`src/rtl/nbc_pkg.sv`:
```
package nbc_pkg;
  localparam int ADDR_W = 5;
  localparam int REG_W  = 8;

  typedef logic [ADDR_W-1:0] addr_t;
  typedef logic [REG_W-1:0]  reg_t;

  localparam addr_t OFS_DATA   = 5'h00;
  localparam addr_t OFS_MODE   = 5'h04;
  localparam addr_t OFS_STAT   = 5'h08;
  localparam addr_t OFS_TIMING = 5'h14;
  localparam addr_t OFS_RESET  = 5'h18;

  // bits of the mode register that hold state
  localparam reg_t MODE_MASK = 8'h9F;
  localparam int   MODE_WE_BIT = 7;

  typedef enum logic [1:0] {
    ST_IDLE   = 2'd0,
    ST_STROBE = 2'd1,
    ST_HOLD   = 2'd2
  } strobe_state_t;
endpackage

```
`src/rtl/nbc_sync.sv`:
```
module nbc_sync #(
  parameter int STAGES = 2
) (
  input  logic clk,
  input  logic rst,
  input  logic async_in,
  output logic sync_out
);
  logic [STAGES-1:0] chain_q;

  always_ff @(posedge clk) begin
    if (rst) chain_q <= '1;
    else     chain_q <= {chain_q[STAGES-2:0], async_in};
  end

  assign sync_out = chain_q[STAGES-1];
endmodule

```
`src/rtl/nbc_strobe.sv`:
```
module nbc_strobe
  import nbc_pkg::*;
#(
  parameter int CNT_W = 4
) (
  input  logic             clk,
  input  logic             rst,
  input  logic             start_wr,
  input  logic             start_rd,
  input  reg_t             wbyte,
  input  logic [CNT_W-1:0] spw,
  input  logic [CNT_W-1:0] hold,
  input  reg_t             dq_i,
  output logic             busy,
  output logic             we_n,
  output logic             re_n,
  output reg_t             dq_o,
  output logic             dq_oe,
  output reg_t             rbyte,
  output logic             rd_done
);
  localparam int CW = CNT_W + 1;

  strobe_state_t   state_q;
  logic [CW-1:0]   cnt_q;
  logic            is_rd_q;

  always_ff @(posedge clk) begin
    if (rst) begin
      state_q <= ST_IDLE;
      cnt_q   <= '0;
      is_rd_q <= 1'b0;
      we_n    <= 1'b1;
      re_n    <= 1'b1;
      dq_o    <= '0;
      dq_oe   <= 1'b0;
      rbyte   <= '0;
      rd_done <= 1'b0;
    end else begin
      rd_done <= 1'b0;
      case (state_q)
        ST_IDLE: begin
          if (start_wr || start_rd) begin
            state_q <= ST_STROBE;
            cnt_q   <= {1'b0, spw};
            is_rd_q <= start_rd;
            we_n    <= ~start_wr;
            re_n    <= ~start_rd;
            dq_oe   <= start_wr;
            if (start_wr) dq_o <= wbyte;
          end
        end
        ST_STROBE: begin
          if (cnt_q == '0) begin
            state_q <= ST_HOLD;
            cnt_q   <= {1'b0, hold} + CW'(1);
            we_n    <= 1'b1;
            re_n    <= 1'b1;
            if (is_rd_q) rbyte <= dq_i;
          end else begin
            cnt_q <= cnt_q - CW'(1);
          end
        end
        ST_HOLD: begin
          if (cnt_q == '0) begin
            state_q <= ST_IDLE;
            dq_oe   <= 1'b0;
            rd_done <= is_rd_q;
          end else begin
            cnt_q <= cnt_q - CW'(1);
          end
        end
        default: state_q <= ST_IDLE;
      endcase
    end
  end

  assign busy = (state_q != ST_IDLE);

  // checker: measured strobe length against the latched width field
  logic [CW:0]    low_len_q;
  logic [CNT_W-1:0] spw_lat_q;
  logic           strobe_low;
  assign strobe_low = ~we_n | ~re_n;

  always_ff @(posedge clk) begin
    if (rst) begin
      low_len_q <= '0;
      spw_lat_q <= '0;
    end else begin
      low_len_q <= strobe_low ? low_len_q + 1'b1 : '0;
      if (!busy && (start_wr || start_rd)) spw_lat_q <= spw;
    end
  end

  p_strobe_width_r3: assert property (@(posedge clk) disable iff (rst)
    (!strobe_low && $past(strobe_low)) |-> (low_len_q == {1'b0, {1'b0, spw_lat_q}} + 1'b1));

  p_single_strobe_r5: assert property (@(posedge clk) disable iff (rst)
    !(!we_n && !re_n));

  p_data_driven_r3: assert property (@(posedge clk) disable iff (rst)
    !we_n |-> dq_oe);
endmodule

```
`src/rtl/nbc_pins.sv`:
```
module nbc_pins #(
  parameter int NUM_CS = 4
) (
  input  logic              clk,
  input  logic              rst,
  input  logic [4:0]        mode_nxt,
  input  logic              strobe_low,
  output logic              cle,
  output logic              ale,
  output logic [NUM_CS-1:0] ce_n
);
  localparam int CS_W = (NUM_CS > 1) ? $clog2(NUM_CS) : 1;

  always_ff @(posedge clk) begin
    if (rst) begin
      cle <= 1'b0;
      ale <= 1'b0;
    end else begin
      cle <= mode_nxt[0];
      ale <= mode_nxt[1];
    end
  end

  for (genvar gi = 0; gi < NUM_CS; gi++) begin : g_ce
    always_ff @(posedge clk) begin
      if (rst) ce_n[gi] <= 1'b1;
      else     ce_n[gi] <= ~(mode_nxt[4] && (mode_nxt[2 +: CS_W] == CS_W'(gi)));
    end
  end

  p_pins_stable_r9: assert property (@(posedge clk) disable iff (rst)
    (strobe_low && $past(strobe_low)) |-> $stable({cle, ale, ce_n}));
endmodule

```
`src/rtl/nbc_regs.sv`:
```
module nbc_regs
  import nbc_pkg::*;
#(
  parameter int   RST_CYCLES   = 8,
  parameter reg_t TIMING_RESET = 8'hFF
) (
  input  logic  clk,
  input  logic  rst,
  input  logic  cpu_req,
  input  logic  cpu_wr,
  input  addr_t cpu_addr,
  input  reg_t  cpu_wdata,
  input  logic  eng_busy,
  input  logic  flash_busy,
  output reg_t  mode_nxt,
  output reg_t  timing_q,
  output logic  start_wr,
  output logic  start_rd,
  output logic  reg_rvalid,
  output reg_t  reg_rdata
);
  localparam int RC_W = $clog2(RST_CYCLES + 1);

  reg_t           mode_q;
  logic [RC_W-1:0] srst_cnt_q;
  logic           srst_active;
  logic           acc;
  logic           is_data;
  reg_t           rd_mux;

  assign acc         = cpu_req && !eng_busy;
  assign is_data     = (cpu_addr == OFS_DATA);
  assign srst_active = (srst_cnt_q != '0);

  assign start_wr = acc && cpu_wr && is_data && mode_q[MODE_WE_BIT] && !srst_active;
  assign start_rd = acc && !cpu_wr && is_data && !srst_active;

  always_comb begin
    mode_nxt = mode_q;
    if (srst_active)
      mode_nxt = '0;
    else if (acc && cpu_wr && cpu_addr == OFS_MODE)
      mode_nxt = cpu_wdata & MODE_MASK;
  end

  always_comb begin
    case (cpu_addr)
      OFS_MODE:   rd_mux = mode_q;
      OFS_STAT:   rd_mux = {flash_busy, 7'b0};
      OFS_TIMING: rd_mux = timing_q;
      OFS_RESET:  rd_mux = {7'b0, srst_active};
      default:    rd_mux = '0;
    endcase
  end

  always_ff @(posedge clk) begin
    if (rst) begin
      mode_q     <= '0;
      timing_q   <= TIMING_RESET;
      srst_cnt_q <= '0;
      reg_rvalid <= 1'b0;
      reg_rdata  <= '0;
    end else begin
      mode_q     <= mode_nxt;
      reg_rvalid <= acc && !cpu_wr && !start_rd;
      if (acc && !cpu_wr && !start_rd) reg_rdata <= rd_mux;
      if (srst_active) begin
        timing_q   <= TIMING_RESET;
        srst_cnt_q <= srst_cnt_q - RC_W'(1);
      end else if (acc && cpu_wr) begin
        if (cpu_addr == OFS_TIMING) timing_q <= cpu_wdata;
        if (cpu_addr == OFS_RESET && cpu_wdata[0]) srst_cnt_q <= RC_W'(RST_CYCLES);
      end
    end
  end

  p_we_gate_r4: assert property (@(posedge clk) disable iff (rst)
    (acc && cpu_wr && is_data && !mode_q[MODE_WE_BIT]) |=> !eng_busy);

  p_srst_restores_r8: assert property (@(posedge clk) disable iff (rst)
    $fell(srst_active) |-> (mode_q == '0 && timing_q == TIMING_RESET));

  p_reg_read_latency_r10: assert property (@(posedge clk) disable iff (rst)
    (acc && !cpu_wr && !is_data) |=> reg_rvalid);
endmodule

```
`src/rtl/nand_bus_ctrl.sv`:
```
module nand_bus_ctrl
  import nbc_pkg::*;
#(
  parameter int   NUM_CS       = 4,
  parameter int   SYNC_STAGES  = 2,
  parameter int   RST_CYCLES   = 8,
  parameter reg_t TIMING_RESET = 8'hFF
) (
  input  logic              clk,
  input  logic              rst,
  input  logic              cpu_req,
  input  logic              cpu_wr,
  input  logic [4:0]        cpu_addr,
  input  logic [7:0]        cpu_wdata,
  output logic              cpu_ready,
  output logic              cpu_rvalid,
  output logic [7:0]        cpu_rdata,
  output logic              nand_cle,
  output logic              nand_ale,
  output logic [NUM_CS-1:0] nand_ce_n,
  output logic              nand_we_n,
  output logic              nand_re_n,
  output logic [7:0]        nand_dq_o,
  output logic              nand_dq_oe,
  input  logic [7:0]        nand_dq_i,
  input  logic              nand_rb_n
);
  localparam int FIELD_W = REG_W / 2;

  logic eng_busy, rb_sync, start_wr, start_rd, reg_rvalid, rd_done;
  reg_t mode_nxt, timing_q, reg_rdata, rbyte;

  nbc_sync #(.STAGES(SYNC_STAGES)) u_sync (
    .clk(clk), .rst(rst), .async_in(nand_rb_n), .sync_out(rb_sync)
  );

  nbc_regs #(.RST_CYCLES(RST_CYCLES), .TIMING_RESET(TIMING_RESET)) u_regs (
    .clk(clk), .rst(rst),
    .cpu_req(cpu_req), .cpu_wr(cpu_wr), .cpu_addr(cpu_addr), .cpu_wdata(cpu_wdata),
    .eng_busy(eng_busy), .flash_busy(~rb_sync),
    .mode_nxt(mode_nxt), .timing_q(timing_q),
    .start_wr(start_wr), .start_rd(start_rd),
    .reg_rvalid(reg_rvalid), .reg_rdata(reg_rdata)
  );

  nbc_strobe #(.CNT_W(FIELD_W)) u_strobe (
    .clk(clk), .rst(rst),
    .start_wr(start_wr), .start_rd(start_rd), .wbyte(cpu_wdata),
    .spw(timing_q[FIELD_W-1:0]), .hold(timing_q[REG_W-1:FIELD_W]),
    .dq_i(nand_dq_i),
    .busy(eng_busy), .we_n(nand_we_n), .re_n(nand_re_n),
    .dq_o(nand_dq_o), .dq_oe(nand_dq_oe), .rbyte(rbyte), .rd_done(rd_done)
  );

  nbc_pins #(.NUM_CS(NUM_CS)) u_pins (
    .clk(clk), .rst(rst), .mode_nxt(mode_nxt[4:0]),
    .strobe_low(~nand_we_n | ~nand_re_n),
    .cle(nand_cle), .ale(nand_ale), .ce_n(nand_ce_n)
  );

  assign cpu_ready  = ~eng_busy;
  assign cpu_rvalid = reg_rvalid | rd_done;
  assign cpu_rdata  = rd_done ? rbyte : reg_rdata;

  p_accept_only_idle_r11: assert property (@(posedge clk) disable iff (rst)
    (!cpu_ready && !$past(cpu_ready)) |-> !cpu_rvalid);
endmodule

```
`config.mk`:
```
export PLATFORM = sky130hd
export DESIGN_NAME = nand_bus_ctrl
export DESIGN_NICKNAME = d
export VERILOG_FILES = /design/src/rtl/nbc_pkg.sv /design/src/rtl/nbc_sync.sv /design/src/rtl/nbc_strobe.sv /design/src/rtl/nbc_pins.sv /design/src/rtl/nbc_regs.sv /design/src/rtl/nand_bus_ctrl.sv
export SDC_FILE = /design/constraint.sdc
export NUM_CORES = 1
export LEC_CHECK = 0
export BUFFER_PORTS_ARGS = -buffer_cell sky130_fd_sc_hd__buf_2
export CORE_MARGIN = 2
export CORE_UTILIZATION = 45
export CTS_BUF_LIST = sky130_fd_sc_hd__clkbuf_8
export DETAILED_ROUTE_END_ITERATION = 10
export PLACE_DENSITY = 0.72
export SLEW_MARGIN = 0
export SYNTH_ARGS = -nofsm -noshare
export SYNTH_HDL_FRONTEND = slang
export SYNTH_SLANG_ARGS = --single-unit
export TNS_END_PERCENT = 5
```
`constraint.sdc`:
```
create_clock -name clk -period 1.92 [get_ports clk]
set_input_delay 0.288 -clock clk [delete_from_list [all_inputs] [get_ports clk]]
set_output_delay 0.288 -clock clk [all_outputs]
set_load 0.05 [all_outputs]
```
Word level (Yosys, flattened, before mapping)
Cells that the tools add are included.
W data, S select, Z words.
Storage, ports and cells
  output and inout port bits: 27
  logic and storage cells: 114
  register bits: 63
  input port bits: 26
Operators by class
  bitwise operators: 11
  equal/unequal tests: 13
  reduce and logical (&&, ||, !) cells: 42
  add/sub/neg operators: 3
  mux-type cells: 23
Operator list (count)
  $pmux W8 S4: 1
  $mux W5: 5
  $reduce_and A3 Y1: 6
  $logic_and A1 B1 Y1: 15
  $pmux W5 S3: 1
  $mux W4: 3
  $eq A5 B5 Y1 const B: 2
  $logic_not A5 Y1: 2
  $not A1 Y1: 10
  $reduce_bool A2 Y1: 5
  $mux W8: 1
  $eq A2 B2 Y1 const B: 3
  $mux W2: 3
  $ne A2 B1 Y1 const B: 3
  $pmux W1 S2: 3
  $pmux W2 S3: 1
  $reduce_and A2 Y1: 3
  $add A4 B1 Y5 const B: 1
  $eq A5 B3 Y1 const B: 1
  $eq A5 B4 Y1 const B: 1
  $mux W1: 5
  $sub A5 B1 Y5 const B: 1
  $eq A2 B1 Y1 const B: 2
  $logic_not A1 Y1: 4
  other kinds (9): 10

Depth between registers and ports, before layout
Gate-level depths: netlist of run 1.
  word-level depth: 10
  mapped depth: 8
  depth with buffers taken out: 7

Hierarchy
A second synthesis of run 1 with hierarchy kept.
Second synthesis, totals
  cell total of the unflattened synthesis: 316
  area total of the unflattened synthesis: 3007.9 um^2
Modules (own cells, without submodules)
  nbc_strobe: instances 1, sequential area each 560.5 um^2, cells each 160, area an instance 1395.1 um^2
  nbc_regs: instances 1, sequential area each 580.6 um^2, cells each 127, area an instance 1237.4 um^2
  nbc_pins: instances 1, sequential area each 120.1 um^2, cells each 12, area an instance 173.9 um^2
  nand_bus_ctrl: instances 1, sequential area each 0.0 um^2, cells each 13, area an instance 148.9 um^2
  nbc_sync: instances 1, sequential area each 40.0 um^2, cells each 4, area an instance 52.6 um^2

Worst setup path before layout of run 1
Ideal clock, no wire load.
  kind: register -> register
  start point: register u_strobe.state_q[1]
  end point: register u_regs.timing_q[0]
  stages on the path, launching flop included: 9
  clock period less this slack: 2.203 ns
  buffers on the path: 2
  required time: 1.787 ns
  data arrival time: 2.071 ns
  library setup time: 0.133 ns
  slack: -0.283 ns
  path through: dfxtp_1 > inv_1 > ha_1 > and3_1 > clkbuf_1 > and2_1 > buf_2 > mux2i_1 > nand2_1
On the way
  word-level cells in the longest chain between the ends: 5
RTL lines
  start, declared: line nbc_strobe.sv:24  | strobe_state_t state_q;
  start signal, assigned: line nbc_strobe.sv:30  | state_q <= ST_IDLE;
  start signal, assigned: line nbc_strobe.sv:44  | state_q <= ST_STROBE;
  start signal, assigned: line nbc_strobe.sv:55  | state_q <= ST_HOLD;
  $reduce_bool A2 Y1: line nbc_strobe.sv:78  | assign busy = (state_q != ST_IDLE);
  $logic_not A1 Y1
  $logic_and A1 B1 Y1: line nbc_regs.sv:31  | assign acc = cpu_req && !eng_busy;
  $logic_and A1 B1 Y1: line nbc_regs.sv:70  | end else if (acc && cpu_wr) begin
  $reduce_and A2 Y1 (no source line)
  end signal, assigned: line nbc_regs.sv:71  | if (cpu_addr == OFS_TIMING) timing_q <= cpu_wdata;
  end, declared: line nbc_regs.sv:16  | output reg_t timing_q,
No other way between the ends.
A chain may end at the register's enable or synchronous reset.

Worst setup path after layout of run 1
  start point: register u_strobe.cnt_q[1]
  end point: register u_strobe.cnt_q[0]
On the way
  word-level cells in the longest chain between the ends: 3
  elaborated cells on any way between the ends: 5
  those cells by class: eq/ne: 1; mux: 2; reduce/logical: 2
RTL lines
  start, declared: line nbc_strobe.sv:25  | logic [CW-1:0] cnt_q;
  start signal, assigned: line nbc_strobe.sv:45  | cnt_q <= {1'b0, spw};
  start signal, assigned: line nbc_strobe.sv:56  | cnt_q <= {1'b0, hold} + CW'(1);
  start signal, assigned: line nbc_strobe.sv:61  | cnt_q <= cnt_q - CW'(1);
  $logic_not A5 Y1 (*): line nbc_strobe.sv:54, nbc_strobe.sv:65
  $mux W5 / $ne A2 B2 Y1 (equally long branches)
  $pmux W5 S3 / $reduce_and A3 Y1 (equally long branches)
Every way passes the cells marked *; elsewhere a longest branch is shown, timed or not.

==> results of run 1 <==
-- repair_timing --
action / in CTS / in global routing
setup endpoints to repair: 3 / 9
pin swaps: 0 / 6
buffers inserted: 0 / 1
resized for setup: 2 / 18
-- sequential cells by signal, summed over array words and instances, names as in the netlist, 2 cells and up --
name,cells
u_strobe.state_q,2
u_strobe.rbyte,8
u_strobe.dq_o,8
u_regs.mode_q,6
u_pins.ce_n,4
u_strobe.cnt_q,5
u_sync.chain_q,2
u_regs.srst_cnt_q,4
u_regs.reg_rdata,8
u_regs.timing_q,8
-- report_power, final --
group | switching (mW) | internal [mW] | leakage, nW
logic | 0.547 | 0.426 | 0.925
registers | 0.0458 | 1.31 | 0.494
clock network | 0.549 | 0.605 | 0.104
total | 1.14 | 2.34 | 1.52
-- worst max-delay path, delay by kind of cell (launching register included) --
| family | cells | cell delay [ps] |
|---|---|---|
| AND/OR/NAND/NOR | 3 | 1050 |
| flip-flops | 1 | 340 |
| AO/OA/AOI/OAI | 2 | 220 |
| adder cells (fa/ha/maj) | 1 | 140 |
| buffers and inverters | 1 | 80 |
-- cell families (layout without fill, tap and decap cells) --
| group | count (synthesis) | after routing | share of synthesized area |
|---|---|---|---|
| flops | 61 | 61 | 0.426 |
| simple gates | 135 | 135 | 0.251 |
| buf+inv | 21 | 104 | 0.0301 |
| compound gates | 71 | 71 | 0.156 |
| xor+xnor | 4 | 4 | 0.0122 |
| mux | 26 | 26 | 0.0946 |
| fa+ha+maj | 7 | 7 | 0.0305 |
-- per-stage QoR --
stage / std cells / hold slack, ps / setup TNS, ps / cell area [µm²]
after floorplan: 325 / 389 / 0 / 2880
after global placement: 468 / 396 / 0 / 3400
after detailed placement: 468 / 403 / 0 / 3400
after CTS: 484 / 124 / 0 / 3600
after global routing: 485 / 133 / -104 / 3680
final: 485 / 128 / 0 / 3680
-- synth_stat cells (2+ instances only) --
cell type,instances
sky130_fd_sc_hd__mux2i_1,17
sky130_fd_sc_hd__o21ai_0,13
sky130_fd_sc_hd__nand2b_1,5
sky130_fd_sc_hd__nand3_1,15
sky130_fd_sc_hd__o21bai_1,2
sky130_fd_sc_hd__a2bb2oi_1,6
sky130_fd_sc_hd__inv_1,8
sky130_fd_sc_hd__or4_1,2
sky130_fd_sc_hd__dfxtp_1,61
sky130_fd_sc_hd__nor4_4,2
sky130_fd_sc_hd__and2_1,2
sky130_fd_sc_hd__a21oi_1,27
sky130_fd_sc_hd__and3_1,3
sky130_fd_sc_hd__xor2_1,4
sky130_fd_sc_hd__nand4_1,5
sky130_fd_sc_hd__nor2_1,32
sky130_fd_sc_hd__a31oi_1,2
sky130_fd_sc_hd__buf_2,3
sky130_fd_sc_hd__or2_2,4
sky130_fd_sc_hd__a21o_1,3
sky130_fd_sc_hd__a22oi_1,6
sky130_fd_sc_hd__ha_1,7
sky130_fd_sc_hd__nor2b_1,4
sky130_fd_sc_hd__clkbuf_1,9
sky130_fd_sc_hd__nand2_1,44
sky130_fd_sc_hd__a311oi_1,2
sky130_fd_sc_hd__or4_4,2
sky130_fd_sc_hd__nor3_1,3
sky130_fd_sc_hd__o31ai_1,3
sky130_fd_sc_hd__mux2_2,9
-- metal layers --
metal | share of wire | global-route usage | routed length, µm
met2 | 0.46 | 0.337 | 3390
met5 | 0 | 0 | 0
met4 | 0.024 | 0.0674 | 178
met1 | 0.46 | 0.287 | 3360
met3 | 0.056 | 0.0564 | 414
-- worst max-delay path by stage --
stage                        start  slack, ps            endpoint  depth (start not counted)
2_1_floorplan  u_strobe.state_q[1]         40  u_regs.timing_q[0]                          8
3_3_place_gp           cpu_addr[4]         50    u_strobe.dq_o[2]                          7
3_5_place_dp           cpu_addr[3]         10    u_strobe.dq_o[2]                          7
4_1_cts          u_strobe.cnt_q[1]         10   u_strobe.cnt_q[0]                          7
5_1_grt          u_strobe.cnt_q[1]        -40   u_strobe.cnt_q[0]                          7
6_report         u_strobe.cnt_q[1]         30   u_strobe.cnt_q[0]                          7
-- cell type report --
class                      count  area, µm²  share of cell area
clock buffer                   9        124              0.0337
timing repair buffer          80        483               0.131
sequential                    61       1220               0.333
multi-input combinational    243       1640               0.447
tap                           77       96.3              0.0262
inverter                       8       30.0             0.00817
clock inverter                 7       75.1              0.0204
==> flow_summary.toml, run 1 <==
[synth]
post_synth_edffs = 0
ffs_latches_synth = 61
async_flop_share = 0
synth.yosys.seq_area_share = 0.426
ys.warnings.count = 0
yosysTopAreaCell = "sky130_fd_sc_hd__dfxtp_1"
top_cells_by_area_synth = "sky130_fd_sc_hd__dfxtp_1, sky130_fd_sc_hd__mux2i_1, sky130_fd_sc_hd__nand2_1"
syn_avg_cell_area_um2 = 8.83
syn_area_um2 = 2870
synthesis.instances = 325
synthDistinctLibCells = 50
most_instantiated_flip_flop_cell_in_the_synthesis_netlist = "sky130_fd_sc_hd__dfxtp_1"
synth_largest_type_area_fraction = 0.426
synth_nets = 358

[route]
first_pass_iters = 4
detail_route.wirelength_um = 7350
drt-vias-per-instance = 5.56
drc_errors = 0
drt_iter0_markers = 151
post_drt_wl_per_cell_um = 15.1
routed-via-count = 2697
ant_nets = 0

[placed_design]
numPortBuffers = 52
gpl.final_weighted_congestion = 0.918
detailed_place_hpwl_um = 5390
worst_setup_slack_after_placement_ps = 10.8

[floorplanning]
top_level_ports = 53
start_util = 0.460
chipWidth_um = 83.8
design.die.area_um2 = 7030
fp.dieH_um = 83.8
core-area_um2 = 6240
fp-row-count = 29

[layout]
fill_cells = 563
final_cell_mix = "sky130_fd_sc_hd__dfxtp_1, sky130_fd_sc_hd__buf_2, sky130_fd_sc_hd__nand2_1"
most_common_cell_after_layout_fill_and_taps_aside = "sky130_fd_sc_hd__dfxtp_1"
post-route-util = 0.589
layout.nets = 436
n_antenna_cell = 0
area_growth_pct = 28.2
share_of_post_route_cells_with_drive_strength_above_1 = 0.333

[clocking]
cts_hold_repair.buffers = 0
number_of_clock_buffers_inserted_by_tritoncts = 9
clock_insertion_delay_worst_skew_ps = 340
cts_max_path_buffers = 2
clk_root_buffer_cell = "sky130_fd_sc_hd__clkbuf_8"
clock_sink_count = 61
clk_pin_slew_worst_paths_ps = 70
htree_depth = 3
clock_tree_from_tritoncts = "done"

[critical_path]
worst-endpoint-arrival_ps = 2170
crit_required_ps = 2200
rr_endpoint = "u_strobe.cnt_q[0]"
cp_cell_sequence = "inv_1 > ha_4 > or4b_4 > nand2_2 > a31oi_1 > or4_1 > a21oi_1"
critical_path.max_stage_delay_ps = 480
setup.worst_path.class = "flip-flop to flip-flop"
cp-end-kind = "flip-flop"
worst-path-max-fanout = 4
timing.reg2reg.worst_path_depth = 7
rr_startpoint = "u_strobe.cnt_q[1]"
cp_slowest_cell = "sky130_fd_sc_hd__or4_1"
crit_path_start_kind = "flip-flop"
ff2ff_setup_slack_ps = 30

[hold_path]
whs_endpoint = "u_sync.chain_q[0]"
min_path_cells = 2
hp-class = "input port to flip-flop"
hp-start = "nand_rb_n"

[power]
total_leakage_power_nw = 1.52
design_power_total_mw = 3.48
highest_ir_drop_seen_on_vdd_v = 0.000497
p_per_area_nw_per_um2 = 946

[flow_run]
maxCapViolations = 0

[timing]
finalClockSkew_ps = 7.58
drv_slew = 0
worst-slew-pin-transition_ps = 481
fin_ws_ps = 30.1
finalCritPeriodShare = 0.984
max_slew_margin = 0.678
timing.final.setup_violations = 0
min_period_ps = 1890
timing_hold_violations_final = 0
fmax_mhz = 529
rsz0062_at_grt = "yes"

[global_route]
first_global_vias = 2524
grt.overflow.total = 0
grt_max_degree = 23
global_route_wire_length_before_repair_um = 12000
gr-usage-all-layers = 0.214
grt_antenna_before_repair = 0

[outcome]
status = "complete, no violations"
Power figures use the tool's default switching activity.
==> run 2: changes to the inputs <==
- CELL_PAD_IN_SITES_DETAIL_PLACEMENT: not set -> 0
- CELL_PAD_IN_SITES_GLOBAL_PLACEMENT: not set -> 1
- CORE_UTILIZATION: 45 -> 39
- PLACE_DENSITY: 0.72 -> 0.81
==> flow_summary.toml, run 2 (synthesized netlist as in run 1, its figures left out) <==
[route]
ant_nets = 0
post_drt_wl_per_cell_um = 14.8
met3_wirelength_um = 372
drt_iter0_markers = 104
drt-met1-wl_um = 3380
dr_wl_met2_um = 3610
routed-via-count = 2671
detail_route.wirelength_um = 7520
drt-vias-per-instance = 5.26
drc_errors = 0
first_pass_iters = 4
maxUsedRoutingLayer = "met4"

[placed_design]
placedCellCount = 489
worst_setup_slack_after_placement_ps = -0.222
placement.cell_area_um2 = 3420
numPortBuffers = 52
gpl.final_weighted_congestion = 0.930
detailed_place_hpwl_um = 5560

[clocking]
clock_tree_from_tritoncts = "done"
clk_pin_slew_worst_paths_ps = 70
cts_max_path_buffers = 2
clk_root_buffer_cell = "sky130_fd_sc_hd__clkbuf_8"
htree_depth = 3
clock_sink_count = 61
cts_hold_repair.buffers = 0
clock_insertion_delay_worst_skew_ps = 340
number_of_clock_buffers_inserted_by_tritoncts = 9

[timing]
timing_hold_violations_final = 0
rsz0062_at_grt = "no"
fin_ws_ps = 93.9
drv_slew = 0
setup_tns_ps = 0
fmax_mhz = 548
max_slew_margin = 0.735
finalCritPeriodShare = 0.951
finalClockSkew_ps = 7.65
worst-slew-pin-transition_ps = 394
timing.final.setup_violations = 0
fin_worst_hold_slack_ps = 127
min_period_ps = 1830

[layout]
finished_cell_area_um2 = 3730
n_antenna_cell = 0
final_cell_count_no_fill = 508
share_of_post_route_cells_with_drive_strength_above_1 = 0.323
post-route-util = 0.520
layout.nets = 437
final_cell_mix = "sky130_fd_sc_hd__dfxtp_1, sky130_fd_sc_hd__buf_2, sky130_fd_sc_hd__nand2_1"
fill_cells = 661
area_growth_pct = 30.0
most_common_cell_after_layout_fill_and_taps_aside = "sky130_fd_sc_hd__dfxtp_1"

[critical_path]
timing.reg2reg.worst_path_depth = 7
setup.worst_path.class = "flip-flop to flip-flop"
critical_path.max_stage_delay_ps = 470
rr_endpoint = "u_strobe.cnt_q[0]"
rr_startpoint = "u_strobe.cnt_q[1]"
critPathBufInv = 1
cp_cell_sequence = "inv_2 > ha_4 > or4b_4 > nand2_1 > a31oi_1 > or4_1 > a21oi_1"
worst-path-max-fanout = 4
ff2ff_setup_slack_ps = 90
crit_path_start_kind = "flip-flop"
cp_slowest_cell = "sky130_fd_sc_hd__or4_1"
cp-end-kind = "flip-flop"
cpLargestDelayFamily = "simple AND/OR/NAND/NOR gates"
crit_required_ps = 2200
worst-endpoint-arrival_ps = 2100

[global_route]
gr-usage-all-layers = 0.189
first_global_vias = 2547
grt_antenna_before_repair = 0
grt_max_degree = 23
global_route_wire_length_before_repair_um = 12300
grt.overflow.total = 0

[floorplanning]
chipWidth_um = 89.8
start_util = 0.400
fp-row-count = 31
top_level_ports = 53
design.die.area_um2 = 8060
fp.dieH_um = 89.8
core-area_um2 = 7180

[hold_path]
hp-start = "nand_rb_n"
hp-class = "input port to flip-flop"
min_path_cells = 2
whs_endpoint = "u_sync.chain_q[0]"

[power]
total_leakage_power_nw = 1.55
highest_ir_drop_seen_on_vdd_v = 0.000529
p_per_area_nw_per_um2 = 997
design_power_total_mw = 3.72

[flow_run]
maxCapViolations = 0

[outcome]
status = "complete, no violations"
==> run 2: changes by cell type in the layout (fill, tap and decap cells not counted), sizes merged <==
| cell | change |
|---|---|
| buf | +1 |
| bufinv | +2 |
| clkinv | -5 |
| clkinvlp | +3 |
==> run 2: what timing repair did <==
action	4_1_cts	5_1_grt
pin swaps	0	4
endpoints found under the setup margin	1	11
setup buffers	0	3
resized for setup	1	13
==> run 2: power by group <==
part           switching [mW]  internal [mW]
Combinational           0.520          0.439
Clock                   0.538          0.866
Sequential             0.0521           1.31
Total                    1.11           2.61
==> run 2: how the worst max path moves through the flow <==
stage / cells past startpoint / startpoint / slack [ps] / endpoint
finish: 7 / u_strobe.cnt_q[1] / 90 / u_strobe.cnt_q[0]
global route: 5 / u_regs.srst_cnt_q[2] / 4 / u_strobe.cnt_q[1]
CTS: 8 / u_strobe.cnt_q[0] / 5 / u_strobe.cnt_q[1]
detailed placement: 8 / u_strobe.cnt_q[1] / -0.2 / u_strobe.cnt_q[1]
global placement: 6 / cpu_addr[4] / 60 / u_strobe.cnt_q[1]
floorplan: 8 / u_strobe.state_q[1] / 40 / u_regs.timing_q[0]
==> run 2: area by class of cell <==
class | count | area, µm² | share of cell area
Sequential cell | 61 | 1220 | 0.328
Clock buffer | 9 | 124 | 0.0332
Tap cell | 99 | 124 | 0.0332
Clock inverter | 7 | 121 | 0.0325
Multi-Input combinational cell | 243 | 1620 | 0.434
Timing Repair Buffer | 81 | 490 | 0.131
Inverter | 8 | 30.0 | 0.00805
==> run 2: per-layer routing <==
metal | track usage | vias to the layer above
li1 | - | 1320
met1 | 0.238 | 1257
met2 | 0.313 | 78
met3 | 0.0478 | 16
met4 | 0.0731 | 0
met5 | 0 | -
